## config.mk

```make
export PLATFORM = sky130hd
export DESIGN_NAME = pwr_loss_guard
export DESIGN_NICKNAME = d
export VERILOG_FILES = /design/src/rtl/pwr_loss_pkg.sv /design/src/rtl/plg_low_run.sv /design/src/rtl/plg_trip_fsm.sv /design/src/rtl/pwr_loss_guard.sv
export SDC_FILE = /design/constraint.sdc
export NUM_CORES = 1
export LEC_CHECK = 0
export ABC_AREA = 1
export BUFFER_PORTS_ARGS = -buffer_cell sky130_fd_sc_hd__buf_2
export CORE_MARGIN = 1.5
export CORE_UTILIZATION = 25
export DETAILED_ROUTE_END_ITERATION = 8
export MAX_ROUTING_LAYER = met4
export RECOVER_POWER = 25
export SYNTH_ARGS = -nofsm -noshare
export SYNTH_HDL_FRONTEND = slang
export SYNTH_HIERARCHICAL = 1
export SYNTH_SLANG_ARGS = --single-unit
```

## constraint.sdc

```tcl
create_clock -name clk -period 1.4 [get_ports clk]
set_input_delay 0.21 -clock clk [delete_from_list [all_inputs] [get_ports clk]]
set_output_delay 0.21 -clock clk [all_outputs]
set_load 0.03 [all_outputs]
```

## src/rtl/pwr_loss_pkg.sv

```systemverilog
package pwr_loss_pkg;

    // Trip controller states
    typedef enum logic [1:0] {
        PLG_ARMED = 2'd0,   // watching readings
        PLG_FIRE  = 2'd1,   // first cycle of a confirmed loss
        PLG_HOLD  = 2'd2    // loss latched, waiting for reset
    } plg_state_e;

    // Output bundle driven from the controller state
    typedef struct packed {
        logic cfg_rst_n;
        logic shdn_req;
        logic seen;
    } plg_out_t;

    localparam plg_out_t PLG_OUT_IDLE = '{cfg_rst_n: 1'b1, shdn_req: 1'b0, seen: 1'b0};

    function automatic plg_out_t plg_decode(input plg_state_e st);
        plg_out_t o;
        o = PLG_OUT_IDLE;
        case (st)
            PLG_FIRE: begin
                o.cfg_rst_n = 1'b0;
                o.shdn_req  = 1'b1;
                o.seen      = 1'b1;
            end
            PLG_HOLD: begin
                o.cfg_rst_n = 1'b0;
                o.seen      = 1'b1;
            end
            default: o = PLG_OUT_IDLE;
        endcase
        return o;
    endfunction

    function automatic logic plg_is_armed(input plg_state_e st);
        return st == PLG_ARMED;
    endfunction

endpackage

```

## src/rtl/plg_low_run.sv

```systemverilog
module plg_low_run #(
    parameter int ADC_W     = 12,
    parameter int CONFIRM_N = 4
) (
    input  logic             clk,
    input  logic             rst,
    input  logic             en_i,
    input  logic             smp_vld_i,
    input  logic [ADC_W-1:0] smp_data_i,
    input  logic [ADC_W-1:0] thresh_i,
    output logic             confirm_o
);
    localparam int CNT_W = (CONFIRM_N > 1) ? $clog2(CONFIRM_N) : 1;
    localparam logic [CNT_W-1:0] LAST = CNT_W'(CONFIRM_N - 1);

    logic             below;
    logic [CNT_W-1:0] run_q;
    logic [CNT_W-1:0] run_d;

    assign below = smp_data_i < thresh_i;

    always_comb begin
        run_d = run_q;
        if (en_i && smp_vld_i) begin
            if (!below)
                run_d = '0;
            else if (run_q != LAST)
                run_d = run_q + 1'b1;
        end
    end

    always_ff @(posedge clk) begin
        if (rst)
            run_q <= '0;
        else
            run_q <= run_d;
    end

    assign confirm_o = en_i & smp_vld_i & below & (run_q == LAST);

endmodule

```

## src/rtl/plg_trip_fsm.sv

```systemverilog
module plg_trip_fsm
    import pwr_loss_pkg::*;
(
    input  logic       clk,
    input  logic       rst,
    input  logic       confirm_i,
    output plg_state_e state_o
);
    plg_state_e st_q;
    plg_state_e st_d;

    always_comb begin
        st_d = st_q;
        case (st_q)
            PLG_ARMED: if (confirm_i) st_d = PLG_FIRE;
            PLG_FIRE:  st_d = PLG_HOLD;
            PLG_HOLD:  st_d = PLG_HOLD;
            default:   st_d = PLG_HOLD;
        endcase
    end

    always_ff @(posedge clk) begin
        if (rst)
            st_q <= PLG_ARMED;
        else
            st_q <= st_d;
    end

    assign state_o = st_q;

endmodule

```

## src/rtl/pwr_loss_guard.sv

```systemverilog
module pwr_loss_guard
    import pwr_loss_pkg::*;
#(
    parameter int ADC_W     = 12,
    parameter int CONFIRM_N = 4
) (
    input  logic             clk,
    input  logic             rst,
    input  logic             smp_vld_i,
    input  logic [ADC_W-1:0] smp_data_i,
    input  logic [ADC_W-1:0] thresh_i,
    output logic             cfg_rst_n_o,
    output logic             shdn_req_o,
    output logic             loss_seen_o
);
    plg_state_e state;
    plg_out_t   outs;
    logic       confirm;

    plg_low_run #(
        .ADC_W    (ADC_W),
        .CONFIRM_N(CONFIRM_N)
    ) u_run (
        .clk       (clk),
        .rst       (rst),
        .en_i      (plg_is_armed(state)),
        .smp_vld_i (smp_vld_i),
        .smp_data_i(smp_data_i),
        .thresh_i  (thresh_i),
        .confirm_o (confirm)
    );

    plg_trip_fsm u_fsm (
        .clk      (clk),
        .rst      (rst),
        .confirm_i(confirm),
        .state_o  (state)
    );

    assign outs        = plg_decode(state);
    assign cfg_rst_n_o = outs.cfg_rst_n;
    assign shdn_req_o  = outs.shdn_req;
    assign loss_seen_o = outs.seen;

endmodule

```

==> results.toml <==
[run_status]
status = "complete, no violations"

[layout]
filler_cell_count = 236
stdcell_count = 149
multi_input_area_sq_um = 382
antenna-diode-count = 0
nNetsFinal = 165
layout.cells.most_common = "sky130_fd_sc_hd__buf_2"
final-seq-area_sq_um = 81.3
final_cell_mix = "sky130_fd_sc_hd__buf_2, sky130_fd_sc_hd__inv_1, sky130_fd_sc_hd__nand2_1"
drive_gt1_frac = 0.328
layout.cell_area.non_filler_sq_um = 776
area_delta_synth_final_pct = 41.6

[place]
preCtsSetupSlack_ps = -130
port_buffers = 29
gpl.final_weighted_congestion = 0.640
dp_hpwl_mm = 1.01
post_dp_cell_area_sq_um = 734
dp_cells = 146

[synthesis]
synthesis.nets = 130
postSynthAreaPerCell_sq_um = 6.16
synth_seq_cells = 4
synthTopCellsByArea = "sky130_fd_sc_hd__ha_1, sky130_fd_sc_hd__inv_1, sky130_fd_sc_hd__nand2_1"
synth_cells = 89
yosys_warnings = 6
post_synth_instance_area_sq_um = 548
area_share_of_the_largest_cell_type_after_synthesis = 0.320
synthDominantAreaCellType = "sky130_fd_sc_hd__ha_1"
synth_sequential_area_ratio = 0.146
synth_cell_type_count = 10

[worst_setup_path]
worst_setup_path_start_kind = "register"
end_kind = "output pin"
data_arrival_time_of_the_critical_path_ps = 1120
critPathMaxFanout = 3
reg2reg_to = "u_run/run_q[0]"
crit-reg2reg-launch = "u_fsm/state_o[1]"
worst_ep_required_time_ps = 1190
r2r_setup_slack_ps = 310
criticalPathCategory = "reg2out"
worst-r2r-cell-count = 6

[floorplanning]
core_region_area_sq_um = 2020
floorplan.initialDensity = 0.271
die_h_microns = 49.8
die-area_sq_um = 2480
number_of_rows_in_the_core_area = 16
die_width_microns = 49.8
io-pin-count = 30

[pwr]
p_leak_nw = 0.493
irDropWorstVdd_uv = 317
power_density_nw_per_um2 = 538

[cts]
cts-root-buf = "sky130_fd_sc_hd__clkbuf_4"
clock_pin_slew_of_the_registers_on_the_worst_case_setup_and_hold_paths_ps = 40
clk-insertion-delay-late_ps = 230
clock_tree.htree_level_count = 1
post_cts.resized_instances = 0
cts_tree = "done"
max_clock_buf_depth = 2
tritoncts_num_sinks = 4
cts_made_buffers = 3
post_cts_hold_buffer_count = 0
post_cts.repair.setup_buffers = 0

[sta]
rsz0062_at_grt = "false"
max_freq_mhz = 752
period_utilization = 0.949
worstMarginPinSlew_ps = 147
remaining_max_slew_budget_at_the_tightest_pin = 0.902
maxSlewViolCount = 0
final.min_clock_period_ps = 1330
setup_viol = 0
final.setup_skew_ps = 3.21
timing_hold_violations_final = 0
fin_ws_ps = 70.8

[global_routing]
global_route_wire_length_before_repair_mm = 1.95
grt_overflow_total = 0
number_of_antenna_violations_at_the_first_check_in_global_routing = 0
grtUsageTotal = 0.105
grt_pass1_vias = 535
grt_max_degree = 6

[drt]
routed-wl-met2_microns = 576
drt-vias-per-instance = 3.91
wirelength_mm = 1.14
detail_route.drc_violations = 0
met3WireLength_microns = 61
wire_per_inst_microns = 7.66
firstDrtPassIters = 2
met1_length_microns = 499
routed.top_layer = "met4"
routed-via-count = 583
ant_nets = 0
first_iter_violations = 3

[job]
max_cap_viol_count = 0

[hold_path]
min_path_type = "in2reg"
hold-path-cell-count = 2
min_from = "rst"
whs_endpoint = "u_fsm/state_o[1]"
[power by group]
group / total, W / switching, W / internal (W)
clock network: 0.000136 / 0.0000406 / 0.0000954
logic: 0.000157 / 0.0000775 / 0.0000794
registers: 0.000124 / 0.00000374 / 0.000121
[routing by layer]
metal | up-vias | global-route usage
met5 | - | -
li1 | 332 | -
met4 | 0 | 0.0556
met1 | 234 | 0.109
met2 | 15 | 0.182
met3 | 2 | 0.0273
[sequential cells by signal, summed over array words and instances, names as in the netlist]
signal / cells
u_fsm/state_o: 2
u_run/run_q: 2
[synthesized netlist by cell type]
cell type and instances:
sky130_fd_sc_hd__nand2_2 1, sky130_fd_sc_hd__nand2_1 22, sky130_fd_sc_hd__nor2_2 2, sky130_fd_sc_hd__nor2_1 8
sky130_fd_sc_hd__a21oi_1 5, sky130_fd_sc_hd__nand3_1 5, sky130_fd_sc_hd__nand3_2 1, sky130_fd_sc_hd__dfxtp_1 4
sky130_fd_sc_hd__inv_1 27, sky130_fd_sc_hd__ha_1 14
[per-stage QoR]
step,hold WS (ps),utilization,setup TNS (ps),total power (W)
final,170,0.384,0,0.000417
after detailed placement,409,0.363,-338,0.000280
after CTS,163,0.374,0,0.000425
after global routing,173,0.384,0,0.000462
after floorplan,282,-,0,0.000219
after global placement,407,0.363,-184,0.000272
[worst max-delay path by stage]
stage                startpoint          endpoint  cells past startpoint
3_5_place_dp     smp_data_i[11]  u_fsm/state_o[0]                     11
6_report       u_fsm/state_o[1]       cfg_rst_n_o                      4
5_1_grt           smp_data_i[9]  u_fsm/state_o[0]                     11
3_3_place_gp     smp_data_i[11]    u_run/run_q[0]                     10
4_1_cts        u_fsm/state_o[0]       cfg_rst_n_o                      4
2_1_floorplan      thresh_i[11]    u_run/run_q[0]                     10
[critical path, stage by stage, from the launching register on]
cell and delay, ps:
sky130_fd_sc_hd__dfxtp_1 330, sky130_fd_sc_hd__inv_1 60, sky130_fd_sc_hd__ha_1 280, sky130_fd_sc_hd__inv_1 60
sky130_fd_sc_hd__buf_4 150
[kinds of logic after synthesis]
kind of cell             share of synthesized area
AND/OR/NAND/NOR                              0.304
adder cells (fa/ha/maj)                      0.320
flip-flops                                   0.146
buffers and inverters                        0.185
AO/OA/AOI/OAI                               0.0457
[area by class of cell]
class	instances	area share
Multi-Input combinational cell	58	0.492
Sequential cell	4	0.105
Timing Repair Buffer	30	0.200
Clock buffer	3	0.0290
Inverter	27	0.131
Tap cell	27	0.0435
Note: power is estimated with default switching activity, not from simulation.
